--- src/rtl/combo_lock_pkg.sv ---
package combo_lock_pkg;
    typedef enum logic [2:0] {
        ST_IDLE       = 3'd0,
        ST_FIRST_OK   = 3'd1,
        ST_FIRST_BAD  = 3'd2,
        ST_UNLOCKED   = 3'd3,
        ST_SET_FIRST  = 3'd4,
        ST_SET_SECOND = 3'd5,
        ST_DENIED     = 3'd6
    } lock_state_e;

    typedef struct packed {
        lock_state_e state;
    } fsm_regs_t;
endpackage

--- src/rtl/lock_digit_store.sv ---
module lock_digit_store #(
    parameter int DIGIT_W = 2,
    parameter logic [DIGIT_W-1:0] DEF_FIRST  = 2'b11,
    parameter logic [DIGIT_W-1:0] DEF_SECOND = 2'b01
) (
    input  logic               clk,
    input  logic               combo_rst,
    input  logic               wr_first,
    input  logic               wr_second,
    input  logic [DIGIT_W-1:0] code,
    output logic [DIGIT_W-1:0] first_q,
    output logic [DIGIT_W-1:0] second_q
);
    typedef struct packed {
        logic [DIGIT_W-1:0] first;
        logic [DIGIT_W-1:0] second;
    } store_t;

    store_t s_d, s_q;

    always_comb begin
        s_d = s_q;
        if (combo_rst) begin
            s_d.first  = DEF_FIRST;
            s_d.second = DEF_SECOND;
        end else begin
            if (wr_first)  s_d.first  = code;
            if (wr_second) s_d.second = code;
        end
    end

    always_ff @(posedge clk) begin
        s_q <= s_d;
    end

    assign first_q  = s_q.first;
    assign second_q = s_q.second;
endmodule

--- src/rtl/lock_seq_fsm.sv ---
module lock_seq_fsm
    import combo_lock_pkg::*;
(
    input  logic        clk,
    input  logic        rst,
    input  logic        enter,
    input  logic        match_first,
    input  logic        match_second,
    output lock_state_e state_q,
    output logic        wr_first,
    output logic        wr_second
);
    fsm_regs_t r_d, r_q;

    always_comb begin
        r_d = r_q;
        if (enter) begin
            case (r_q.state)
                ST_IDLE:       r_d.state = match_first  ? ST_FIRST_OK : ST_FIRST_BAD;
                ST_FIRST_OK:   r_d.state = match_second ? ST_UNLOCKED : ST_DENIED;
                ST_FIRST_BAD:  r_d.state = ST_DENIED;
                ST_UNLOCKED:   r_d.state = ST_SET_FIRST;
                ST_SET_FIRST:  r_d.state = ST_SET_SECOND;
                ST_SET_SECOND: r_d.state = ST_UNLOCKED;
                ST_DENIED:     r_d.state = ST_IDLE;
                default:       r_d.state = ST_IDLE;
            endcase
        end else if (r_q.state == ST_IDLE || r_q.state == ST_FIRST_OK ||
                     r_q.state == ST_FIRST_BAD || r_q.state == ST_UNLOCKED ||
                     r_q.state == ST_SET_FIRST || r_q.state == ST_SET_SECOND ||
                     r_q.state == ST_DENIED) begin
            r_d.state = r_q.state;
        end else begin
            r_d.state = ST_IDLE;
        end
        if (rst) r_d.state = ST_IDLE;
    end

    always_ff @(posedge clk) begin
        r_q <= r_d;
    end

    assign state_q   = r_q.state;
    assign wr_first  = enter && !rst && (r_q.state == ST_SET_FIRST);
    assign wr_second = enter && !rst && (r_q.state == ST_SET_SECOND);

    p_hold_r9: assert property (@(posedge clk) disable iff (rst)
        (!enter && $past(!rst)) |=> $stable(state_q));
    p_bad_to_denied_r5: assert property (@(posedge clk) disable iff (rst)
        (state_q == ST_FIRST_BAD && enter) |=> (state_q == ST_DENIED));
    p_denied_exit_r8: assert property (@(posedge clk) disable iff (rst)
        (state_q == ST_DENIED && enter) |=> (state_q == ST_IDLE));
    p_unlock_prog_r6: assert property (@(posedge clk) disable iff (rst)
        (state_q == ST_UNLOCKED && enter) |=> (state_q == ST_SET_FIRST));
    p_reset_idle_r2: assert property (@(posedge clk)
        rst |=> (state_q == ST_IDLE));
endmodule

--- src/rtl/lock_out_decode.sv ---
module lock_out_decode
    import combo_lock_pkg::*;
(
    input  lock_state_e state,
    output logic        unlocked,
    output logic        denied,
    output logic        set_first,
    output logic        set_second
);
    always_comb begin
        unlocked   = 1'b0;
        denied     = 1'b0;
        set_first  = 1'b0;
        set_second = 1'b0;
        case (state)
            ST_UNLOCKED:   unlocked   = 1'b1;
            ST_DENIED:     denied     = 1'b1;
            ST_SET_FIRST:  set_first  = 1'b1;
            ST_SET_SECOND: set_second = 1'b1;
            default: ;
        endcase
    end
endmodule

--- src/rtl/combo_lock.sv ---
module combo_lock
    import combo_lock_pkg::*;
#(
    parameter int DIGIT_W = 2,
    parameter logic [DIGIT_W-1:0] DEF_FIRST  = 2'b11,
    parameter logic [DIGIT_W-1:0] DEF_SECOND = 2'b01
) (
    input  logic               clk,
    input  logic               rst,
    input  logic               combo_rst,
    input  logic               enter,
    input  logic [DIGIT_W-1:0] code,
    output logic               unlocked,
    output logic               denied,
    output logic               set_first,
    output logic               set_second
);
    logic [DIGIT_W-1:0] first_q, second_q;
    logic               wr_first, wr_second;
    lock_state_e        state_q;

    lock_digit_store #(
        .DIGIT_W(DIGIT_W), .DEF_FIRST(DEF_FIRST), .DEF_SECOND(DEF_SECOND)
    ) u_store (
        .clk(clk), .combo_rst(combo_rst), .wr_first(wr_first),
        .wr_second(wr_second), .code(code),
        .first_q(first_q), .second_q(second_q)
    );

    lock_seq_fsm u_fsm (
        .clk(clk), .rst(rst), .enter(enter),
        .match_first(code == first_q), .match_second(code == second_q),
        .state_q(state_q), .wr_first(wr_first), .wr_second(wr_second)
    );

    lock_out_decode u_dec (
        .state(state_q), .unlocked(unlocked), .denied(denied),
        .set_first(set_first), .set_second(set_second)
    );

    p_one_ind_r9: assert property (@(posedge clk) disable iff (rst)
        $onehot0({unlocked, denied, set_first, set_second}));
    p_defaults_r1: assert property (@(posedge clk) disable iff (rst)
        combo_rst |=> (first_q == DEF_FIRST && second_q == DEF_SECOND));
    p_store_first_r6: assert property (@(posedge clk) disable iff (rst)
        (set_first && enter && !combo_rst) |=> (first_q == $past(code)));
    p_store_second_r7: assert property (@(posedge clk) disable iff (rst)
        (set_second && enter && !combo_rst) |=> (second_q == $past(code) && unlocked));
endmodule

--- config.mk ---
export PLATFORM = sky130hd
export DESIGN_NAME = combo_lock
export DESIGN_NICKNAME = d
export VERILOG_FILES = /design/src/rtl/combo_lock_pkg.sv /design/src/rtl/lock_digit_store.sv /design/src/rtl/lock_seq_fsm.sv /design/src/rtl/lock_out_decode.sv /design/src/rtl/combo_lock.sv
export SDC_FILE = /design/constraint.sdc
export NUM_CORES = 1
export LEC_CHECK = 0
export BUFFER_PORTS_ARGS = -buffer_cell sky130_fd_sc_hd__clkbuf_2
export CAP_MARGIN = 30
export CELL_PAD_IN_SITES_DETAIL_PLACEMENT = 1
export CELL_PAD_IN_SITES_GLOBAL_PLACEMENT = 1
export CORE_MARGIN = 8
export CORE_UTILIZATION = 25
export DETAILED_ROUTE_END_ITERATION = 6
export PLACE_DENSITY_LB_ADDON = 0.1
export SKIP_LAST_GASP = 1
export SLEW_MARGIN = 0
export SYNTH_ARGS = -nofsm -noshare
export SYNTH_HDL_FRONTEND = slang
export SYNTH_HIERARCHICAL = 1
export SYNTH_SLANG_ARGS = --single-unit
--- constraint.sdc ---
create_clock -name clk -period 1.7 [get_ports clk]
set_input_delay 0.085 -clock clk [delete_from_list [all_inputs] [get_ports clk]]
set_output_delay 0.085 -clock clk [all_outputs]
set_load 0.02 [all_outputs]
==> results.py <==
metrics = {
    "status": {
        "status": "complete, no violations",
    },
    "hold_path": {
        "whs_endpoint": "u_store/second_q[1]",
        "hold_path_class": "in2reg",
        "hold_path_depth": 2,
        "min_from": "combo_rst",
    },
    "clock_tree": {
        "clk_pin_slew_ps": 60,
        "root_buffer": "clkbuf_4",
        "cts_tree": "yes",
        "cts_resized": 0,
        "postCtsHoldBufs": 0,
        "cts.path.max_buffers": 2,
        "clock_sinks": 7,
        "cts_setup_buffers": 0,
        "clock_latency_ps": 250,
        "ctsHtreeMaxLevel": 1,
        "numCtsBuffers": 3,
    },
    "yosys": {
        "synth_edf_count": 0,
        "syn_area_sq_um": 402,
        "yosysWarnings": 6,
        "synth_top_flop_cell": "dfxtp_1",
        "syn_area_per_cell_sq_um": 8.93,
        "yosysSeqAreaShare_pct": 34.9,
        "synth.distinct_cells": 21,
        "synth_seq_cells": 7,
        "async_flop_share_pct": 0,
        "synthesis.nets": 51,
        "synthCells": 45,
    },
    "sta": {
        "min_period_ps": 1430,
        "worstMarginPinSlew_ps": 420,
        "grt_setup_unrepaired": "false",
        "setup_tns_ps": 0,
        "timing.hold.ws_ps": 48.9,
        "finalSetupViolations": 0,
        "finalMaxSlewViolations": 0,
        "fmax_mhz": 701,
        "skew_ps": 3.83,
        "hold_viol_final": 0,
        "slew_headroom_pct": 71.8,
        "finalWorstSetupSlack_ps": 273,
        "post-route-period-util_pct": 84.0,
    },
    "critical_path": {
        "end_kind": "register",
        "criticalPathCategory": "reg2reg",
        "required_ps": 1840,
        "startpoint_type": "register",
        "rrSetupSlack_ps": 270,
        "cp.arrival_ps": 1570,
        "cp_max_fo": 11,
        "reg2reg_to": "u_store/second_q[0]",
        "reg2reg_depth": 4,
        "r2r-start": "u_fsm/state_q[0]",
    },
    "routing": {
        "ant_nets": 0,
        "wl_mm": 1.02,
        "vias": 384,
        "drtIter0Drc": 10,
        "via_per_inst": 5.12,
        "drt-wirelength-per-cell_um": 13.7,
        "drc": 0,
        "firstDrtPassIters": 4,
    },
    "final_layout": {
        "layout_commonest_cell": "clkbuf_2",
        "final_cell_mix": "clkbuf_2, dfxtp_1, nor2_1",
        "antenna_cells": 0,
        "nets": 66,
        "drive_above_1_share_pct": 27.1,
        "area_delta_synth_final_pct": 24.6,
        "instances_no_fill": 75,
    },
    "pwr": {
        "cellPowerDensity_nw_per_um2": 837,
        "power_mw": 0.419,
        "peakVddDrop_mv": 0.280,
        "power_leakage_nw": 0.207,
    },
    "floorplanning": {
        "rows": 14,
        "chipWidth_um": 56.1,
        "core_sq_um": 1510,
        "io_pins": 10,
        "start_util_pct": 26.7,
        "die_y_um": 56.1,
        "dieArea_sq_um": 3140,
    },
    "global_routing": {
        "grt_overflow": 0,
        "grt_pass1_wl_mm": 1.75,
        "grt_start_max_net_pins": 12,
        "grt_pass1_vias": 402,
        "antenna_found_initial": 0,
        "grt_usage_pct": 6.89,
    },
    "placement": {
        "io_buffers": 9,
        "dp_cells": 71,
        "post-place-ws_ps": 276,
        "dp_hpwl_um": 781,
        "gp_congestion": 0.765,
    },
    "flow_run": {
        "cap_violations": 0,
    },
}
cell families after synthesis:
group | after synthesis | synth area share [%]
xor+xnor | 4 | 8.72
mux | 2 | 4.98
simple gates | 19 | 29.6
buf+inv | 1 | 0.934
flops | 7 | 34.9
compound gates | 12 | 20.9
where the power goes:
group | switching (mW) | leakage (nW) | internal (mW)
registers | 0.0178 | 0.0572 | 0.173
clock network | 0.0676 | 0.0150 | 0.0900
logic | 0.0380 | 0.135 | 0.0328
total | 0.124 | 0.207 | 0.296
cell usage after synthesis (all sizes together), types with 2 or more instances:
master	instances	area, sq um
dfxtp	7	140
nor2	5	18.8
a21oi	4	20.0
nor2b	4	25.0
xor2	4	35.0
a211o	3	26.3
and3b	3	27.5
mux2i	2	20.0
o21ai	2	10.0
state kept, by name, summed over array words and instances, names as in the netlist:
register and cells:
u_store/first_q 2, u_store/second_q 2, u_fsm/state_q 3
through the flow:
| stage | area (sq um) | util (%) |
|---|---|---|
| final | 500 | 33.2 |
| after global routing | 500 | 33.2 |
| after CTS | 500 | 33.2 |
| after detailed placement | 474 | 31.5 |
| after global placement | 474 | 31.5 |
| after floorplan | 402 | - |
area by class of cell:
cell class / count / area, sq um
Fill cell: 182 / 1010
Sequential cell: 7 / 140
Clock buffer: 4 / 26.3
Multi-Input combinational cell: 37 / 258
Tap cell: 16 / 20.0
Timing Repair Buffer: 10 / 52.6
Inverter: 1 / 3.75
worst max-delay path by stage:
stage                     startpoint                  end  slack, ps  depth (start not counted)
floorplan           u_fsm/state_q[1]   u_store/first_q[0]        290                          4
CTS                 u_fsm/state_q[0]  u_store/second_q[0]        250                          4
global placement    u_fsm/state_q[1]   u_store/first_q[1]        280                          5
detailed placement  u_fsm/state_q[0]  u_store/second_q[0]        280                          4
global route        u_fsm/state_q[1]   u_store/first_q[1]        130                          5
finish              u_fsm/state_q[0]  u_store/second_q[0]        270                          4
metal layers:
layer / vias to the layer above / track usage (%) / wire length (um)
li1: 193 / - / -
met4: 0 / 5.15 / 0
met1: 184 / 8.34 / 495
met5: - / 0 / 0
met3: 0 / 3.42 / 77
met2: 7 / 8.87 / 451
worst max-delay path: stages (launching register included):
cell	delay, ps
dfxtp_1	520
nand2_1	120
nor3_1	350
nor2b_1	90
a211o_1	230
(Power assumes the default switching activity.)
